<file path="src/rtl/pfs_pkg.sv">
package pfs_pkg;
  typedef enum logic [1:0] {
    DEPTH_1 = 2'b00,
    DEPTH_2 = 2'b01,
    DEPTH_4 = 2'b10,
    DEPTH_8 = 2'b11
  } depth_e;
endpackage

</file>
<file path="src/rtl/pfs_ser_div.sv">
module pfs_ser_div #(
  parameter int DIV = 4
) (
  input  logic clk,
  input  logic rst_n,
  output logic ser_stb
);
  localparam int CW = (DIV > 1) ? $clog2(DIV) : 1;

  logic [CW-1:0] cnt_q, cnt_d;
  logic          stb_q, stb_d;
  logic          wrap;

  always_comb begin
    wrap  = (cnt_q == CW'(DIV - 1));
    cnt_d = wrap ? '0 : cnt_q + 1'b1;
    stb_d = wrap;
  end

  always_ff @(posedge clk or negedge rst_n) begin
    if (!rst_n) begin
      cnt_q <= '0;
      stb_q <= 1'b0;
    end else begin
      cnt_q <= cnt_d;
      stb_q <= stb_d;
    end
  end

  assign ser_stb = stb_q;

  // serial strobe is a single-cycle pulse
  a_r2_ser_single: assert property (@(posedge clk) disable iff (!rst_n)
    ser_stb |=> !ser_stb);
endmodule

</file>
<file path="src/rtl/pfs_cfg.sv">
module pfs_cfg
  import pfs_pkg::*;
#(
  parameter int GROUP_BITS = 32,
  parameter int PW = $clog2(GROUP_BITS)
) (
  input  logic          clk,
  input  logic          rst_n,
  input  logic [1:0]    bpp_code,
  input  logic          cfg_lock,
  output logic [PW-1:0] last_idx
);
  depth_e depth_q, depth_d;

  always_comb begin
    depth_d = cfg_lock ? depth_q : depth_e'(bpp_code);
  end

  always_ff @(posedge clk or negedge rst_n) begin
    if (!rst_n) depth_q <= DEPTH_1;
    else        depth_q <= depth_d;
  end

  // pixels per group = GROUP_BITS / 2**code; last index is one less
  always_comb begin
    last_idx = PW'((GROUP_BITS >> int'(depth_q)) - 1);
  end

  // captured depth frozen while locked
  a_r6_cfg_hold: assert property (@(posedge clk) disable iff (!rst_n)
    cfg_lock |=> $stable(depth_q));
endmodule

</file>
<file path="src/rtl/pfs_fetch_ctl.sv">
module pfs_fetch_ctl #(
  parameter int PW = 5
) (
  input  logic          clk,
  input  logic          rst_n,
  input  logic          active,
  input  logic [PW-1:0] last_idx,
  output logic          fetch_stb,
  output logic          load_pulse
);
  logic [PW-1:0] phase_q, phase_d;
  logic          fetch_q, fetch_d;
  logic          load_q, load_d;
  logic          wrap;

  always_comb begin
    wrap    = (phase_q >= last_idx);
    phase_d = phase_q;
    if (active) phase_d = wrap ? '0 : phase_q + 1'b1;
    fetch_d = active && (phase_q == '0);
    load_d  = fetch_q;
  end

  always_ff @(posedge clk or negedge rst_n) begin
    if (!rst_n) begin
      phase_q <= '0;
      fetch_q <= 1'b0;
      load_q  <= 1'b0;
    end else begin
      phase_q <= phase_d;
      fetch_q <= fetch_d;
      load_q  <= load_d;
    end
  end

  assign fetch_stb  = fetch_q;
  assign load_pulse = load_q;

  // phase holds through blanking
  a_r5_phase_hold: assert property (@(posedge clk) disable iff (!rst_n)
    !active |=> $stable(phase_q));
  // no fetch after a blank dot
  a_r5_no_blank_fetch: assert property (@(posedge clk) disable iff (!rst_n)
    !active |=> !fetch_stb);
  // fetch is a single-cycle pulse (groups hold at least 4 pixels)
  a_r4_fetch_single: assert property (@(posedge clk) disable iff (!rst_n)
    fetch_stb |=> !fetch_stb);
  // load is a single-cycle pulse
  a_r7_load_single: assert property (@(posedge clk) disable iff (!rst_n)
    load_pulse |=> !load_pulse);
endmodule

</file>
<file path="src/rtl/pix_fetch_strobe.sv">
module pix_fetch_strobe #(
  parameter int GROUP_BITS = 32,
  parameter int SER_DIV    = 4
) (
  input  logic       clk,
  input  logic       rst_n,
  input  logic [1:0] bpp_code,
  input  logic       cfg_lock,
  input  logic       active,
  output logic       ser_stb,
  output logic       fetch_stb,
  output logic       load_pulse
);
  localparam int PW = $clog2(GROUP_BITS);

  logic [PW-1:0] last_idx;

  pfs_ser_div #(.DIV(SER_DIV)) u_ser (
    .clk     (clk),
    .rst_n   (rst_n),
    .ser_stb (ser_stb)
  );

  pfs_cfg #(.GROUP_BITS(GROUP_BITS), .PW(PW)) u_cfg (
    .clk      (clk),
    .rst_n    (rst_n),
    .bpp_code (bpp_code),
    .cfg_lock (cfg_lock),
    .last_idx (last_idx)
  );

  pfs_fetch_ctl #(.PW(PW)) u_fetch (
    .clk        (clk),
    .rst_n      (rst_n),
    .active     (active),
    .last_idx   (last_idx),
    .fetch_stb  (fetch_stb),
    .load_pulse (load_pulse)
  );

  // a fetch pulse always follows an active dot
  a_r4_fetch_on_active: assert property (@(posedge clk) disable iff (!rst_n)
    fetch_stb |-> $past(active));
endmodule

</file>
<file path="config.mk">
export PLATFORM = sky130hd
export DESIGN_NAME = pix_fetch_strobe
export DESIGN_NICKNAME = d
export VERILOG_FILES = /design/src/rtl/pfs_pkg.sv /design/src/rtl/pfs_ser_div.sv /design/src/rtl/pfs_cfg.sv /design/src/rtl/pfs_fetch_ctl.sv /design/src/rtl/pix_fetch_strobe.sv
export SDC_FILE = /design/constraint.sdc
export NUM_CORES = 1
export LEC_CHECK = 0
export ABC_CLOCK_PERIOD_IN_PS = 4100
export CAP_MARGIN = 20
export CORE_AREA = 8 8 45 47
export CTS_BUF_LIST = sky130_fd_sc_hd__clkbuf_8
export CTS_CLUSTER_DIAMETER = 30
export DETAILED_ROUTE_END_ITERATION = 12
export DIE_AREA = 0 0 53 55
export GPL_TIMING_DRIVEN = 0
export PLACE_DENSITY = 0.64
export SETUP_SLACK_MARGIN = 0.02
export SLEW_MARGIN = 20
export SYNTH_ARGS = -nofsm -noshare
export SYNTH_HDL_FRONTEND = slang
export SYNTH_SLANG_ARGS = --single-unit
export TNS_END_PERCENT = 30
</file>
<file path="constraint.sdc">
create_clock -name clk -period 4.1 [get_ports clk]
set_clock_uncertainty 0.15 [all_clocks]
set_input_delay 0.82 -clock clk [delete_from_list [all_inputs] [get_ports clk]]
set_output_delay 0.82 -clock clk [all_outputs]
set_load 0.1 [all_outputs]
</file>
==> flow_metrics.py <==
metrics = {
    "detailed_routing": {
        "ant_nets": 0,
        "drt_pass1_iterations": 2,
        "first_iter_violations": 3,
        "routedWlPerCell_um": 12.8,
        "vias_per_cell": 5.46,
        "drc_errors": 0,
        "vias": 404,
        "drt-total-wl_um": 945,
    },
    "placement": {
        "portBuffers": 7,
        "place_ws_ps": 1660,
        "gp_congestion": 0.680,
        "hpwl_um": 753,
    },
    "die": {
        "pin_count": 9,
        "die_w_um": 53,
        "initial_core_util_pct": 42.2,
        "core_mm2": 0.00138,
        "die_area_mm2": 0.00292,
        "die_y_um": 55,
        "rows": 14,
    },
    "pwr": {
        "switching_share_pct": 36.9,
        "p_leak_uw": 0.000329,
        "p_clk_share_pct": 26.7,
        "internal-power_uw": 303,
        "power_density_mw_per_mm2": 658,
        "combPwrFrac_pct": 36.2,
        "ir_drop_mv": 0.246,
        "switchingPower_uw": 177,
        "seqPwrFrac_pct": 37.1,
        "fin_total_pwr_uw": 480,
    },
    "cts": {
        "cts_setup_buffers": 0,
        "cts_buffers": 3,
        "postCtsHoldBufs": 0,
        "cts-resized-gates": 0,
        "h-tree-depth": 1,
        "cts_root_buf": "clkbuf_8",
        "insertion_delay_ps": 240,
        "clkSlewWorstSetupHoldPaths_ps": 50,
        "cts_buffer_depth": 2,
        "cts_tree": "done",
        "cts.sinks": 12,
    },
    "sta": {
        "setup_viol": 0,
        "post-route-period-util_pct": 65.3,
        "fmax_ghz": 0.374,
        "worst_pin_slew_ps": 966,
        "period_needed_ps": 2680,
        "drv_slew": 0,
        "rsz0062_at_grt": "no",
        "finalSetupTns_ps": 0,
        "slew-limit-headroom_pct": 35.4,
        "layout_setup_ws_ps": 1420,
        "hold_viol_final": 0,
    },
    "yosys": {
        "ys_warn_count": 0,
        "ys_types": 23,
        "syn-cell-area_um2": 584,
        "synth_compound_gate_area_share_pct": 14.6,
        "synth-simple-area-share_pct": 10.9,
        "yosys_register_bits": 12,
        "syn_nets": 59,
        "synth_top_family_by_area": "compound AO/OA/AOI/OAI gates",
        "synth.area.mux_share_pct": 3.85,
        "yosysSeqAreaShare_pct": 51.4,
        "synthAdderAreaFrac_pct": 12.8,
        "synthCells": 47,
        "yosys.area_share.xor_xnor_pct": 3.00,
        "syn_area_per_cell_um2": 12.4,
    },
    "setup_path": {
        "slowest_stage": "clkdlybuf4s50_1",
        "startpoint_type": "flip-flop",
        "path_class": "reg -> out",
        "arrival_ps": 1710,
        "max_stage_delay_ps": 1130,
        "crit_path_end_kind": "output pin",
        "cpLargestDelayFamily": "buffers and inverters",
        "cp_num_buf_inv": 1,
        "crit_path_max_fanout": 2,
        "crit_chain": "clkdlybuf4s50_1",
        "path_depth": 1,
        "cp.required_ps": 3130,
        "r2r.worst_path.cells": 5,
    },
    "layout": {
        "final_cell_mix": "dfrtp_1 (12), clkdlybuf4s50_1 (7), ha_1 (6), clkbuf_8 (4)",
        "antenna_cells": 0,
        "mostFrequentLayoutCell": "dfrtp_1",
        "drive_above_1_share_pct": 22.4,
        "n_fill_cell": 134,
        "regArea_um2": 300,
        "final_core_util_pct": 52.7,
        "synthToLayoutAreaGrowth_pct": 24.8,
        "nNetsFinal": 71,
        "multi_input_area_um2": 264,
    },
    "grt": {
        "overflow": 0,
        "grtUsageTotal_pct": 8.39,
        "grt_pass1_wl_um": 1790,
        "grt_max_degree": 13,
        "antenna_found_initial": 0,
        "grt_pass1_vias": 435,
    },
    "run_status": {
        "status": "finished clean",
    },
    "worst_hold_path": {
        "min_path_type": "reg -> reg",
        "hold-path-cell-count": 0,
    },
    "flow_run": {
        "maxCapViolations": 0,
    },
}
==> through the flow <==
step / instances / cell area [um2] / hold slack (ps)
2_1_floorplan: 47 / 584 / 253
3_3_place_gp: 70 / 674 / 204
3_5_place_dp: 70 / 674 / 223
4_1_cts: 74 / 729 / 235
5_1_grt: 74 / 729 / 236
6_report: 74 / 729 / 228
==> state kept, by name, indices dropped and copies added (netlist names) <==
register and count:
u_fetch.fetch_stb 1, u_ser.cnt_q 2, u_cfg.depth_q 2, u_fetch.phase_q 5, u_ser.ser_stb 1, u_fetch.load_pulse 1
==> logic make-up after synthesis <==
family / after synthesis
flip-flops: 12
AO/OA/AOI/OAI: 10
AND/OR/NAND/NOR: 10
adder cells (fa/ha/maj): 6
buffers and inverters: 5
XOR/XNOR: 2
multiplexers: 2
==> cells in the mapped netlist <==
| cell type | n | share of area (%) |
|---|---|---|
| inv_1 | 3 | 1.9 |
| ha_1 | 6 | 13 |
| clkbuf_1 | 1 | 0.64 |
| o22ai_1 | 1 | 1.1 |
| o211ai_2 | 1 | 2.1 |
| buf_2 | 1 | 0.86 |
| and4bb_2 | 1 | 2.1 |
| or2_2 | 1 | 1.1 |
| nand4_1 | 3 | 3.2 |
| o311ai_2 | 1 | 2.8 |
| xor2_1 | 2 | 3.0 |
| a21oi_1 | 3 | 2.6 |
| a211oi_2 | 1 | 2.1 |
| and2_1 | 1 | 1.1 |
| o21ai_0 | 1 | 0.86 |
| nor2_1 | 1 | 0.64 |
| mux2_2 | 2 | 3.9 |
| o2111ai_1 | 1 | 1.5 |
| o21ai_2 | 1 | 1.5 |
| nand2b_1 | 1 | 1.1 |
| dfrtp_1 | 12 | 51 |
| nor2b_1 | 1 | 1.1 |
| nand2_1 | 1 | 0.64 |
==> power by group through the flow <==
stage	sequential (uW)	clock [uW]	combinational (uW)
floorplan	202	0	112
global placement	180	0	172
detailed placement	181	0	175
CTS	179	132	176
global route	184	137	198
finish	178	128	174
==> worst paths after layout <==
check,slack [ps],to,startpoint
max in group asynchronous,2660,u_fetch.fetch_stb$_DFF_PN0_,rst_n
min in group asynchronous,780,u_fetch.phase_q[0]$_DFFE_PN0P_,rst_n
worst max-delay path,1420,fetch_stb,u_fetch.fetch_stb$_DFF_PN0_
worst min-delay path,230,u_fetch.load_pulse$_DFF_PN0_,u_fetch.fetch_stb$_DFF_PN0_
worst min register to register,230,u_fetch.load_pulse$_DFF_PN0_,u_fetch.fetch_stb$_DFF_PN0_
worst max register to register,2260,u_fetch.phase_q[2]$_DFFE_PN0P_,u_cfg.depth_q[1]$_DFFE_PN0N_
==> final cells by class <==
class	count	share of cell area, %
multi-input combinational	30	36.2
inverter	3	1.54
timing repair buffer	7	9.61
tap	16	2.74
buffer	2	1.20
sequential	12	41.2
clock buffer	4	7.55
==> metal layers <==
metal,share of wire [%],vias up,wire length (um),global-route usage [%]
li1,-,195,-,-
met1,41,197,389,8.75
met2,51,9,479,14.3
met3,6.6,3,62,3.74
met4,1.5,0,14,3.88
met5,0,-,0,0
No activity file was read; power rests on OpenSTA's default activity.
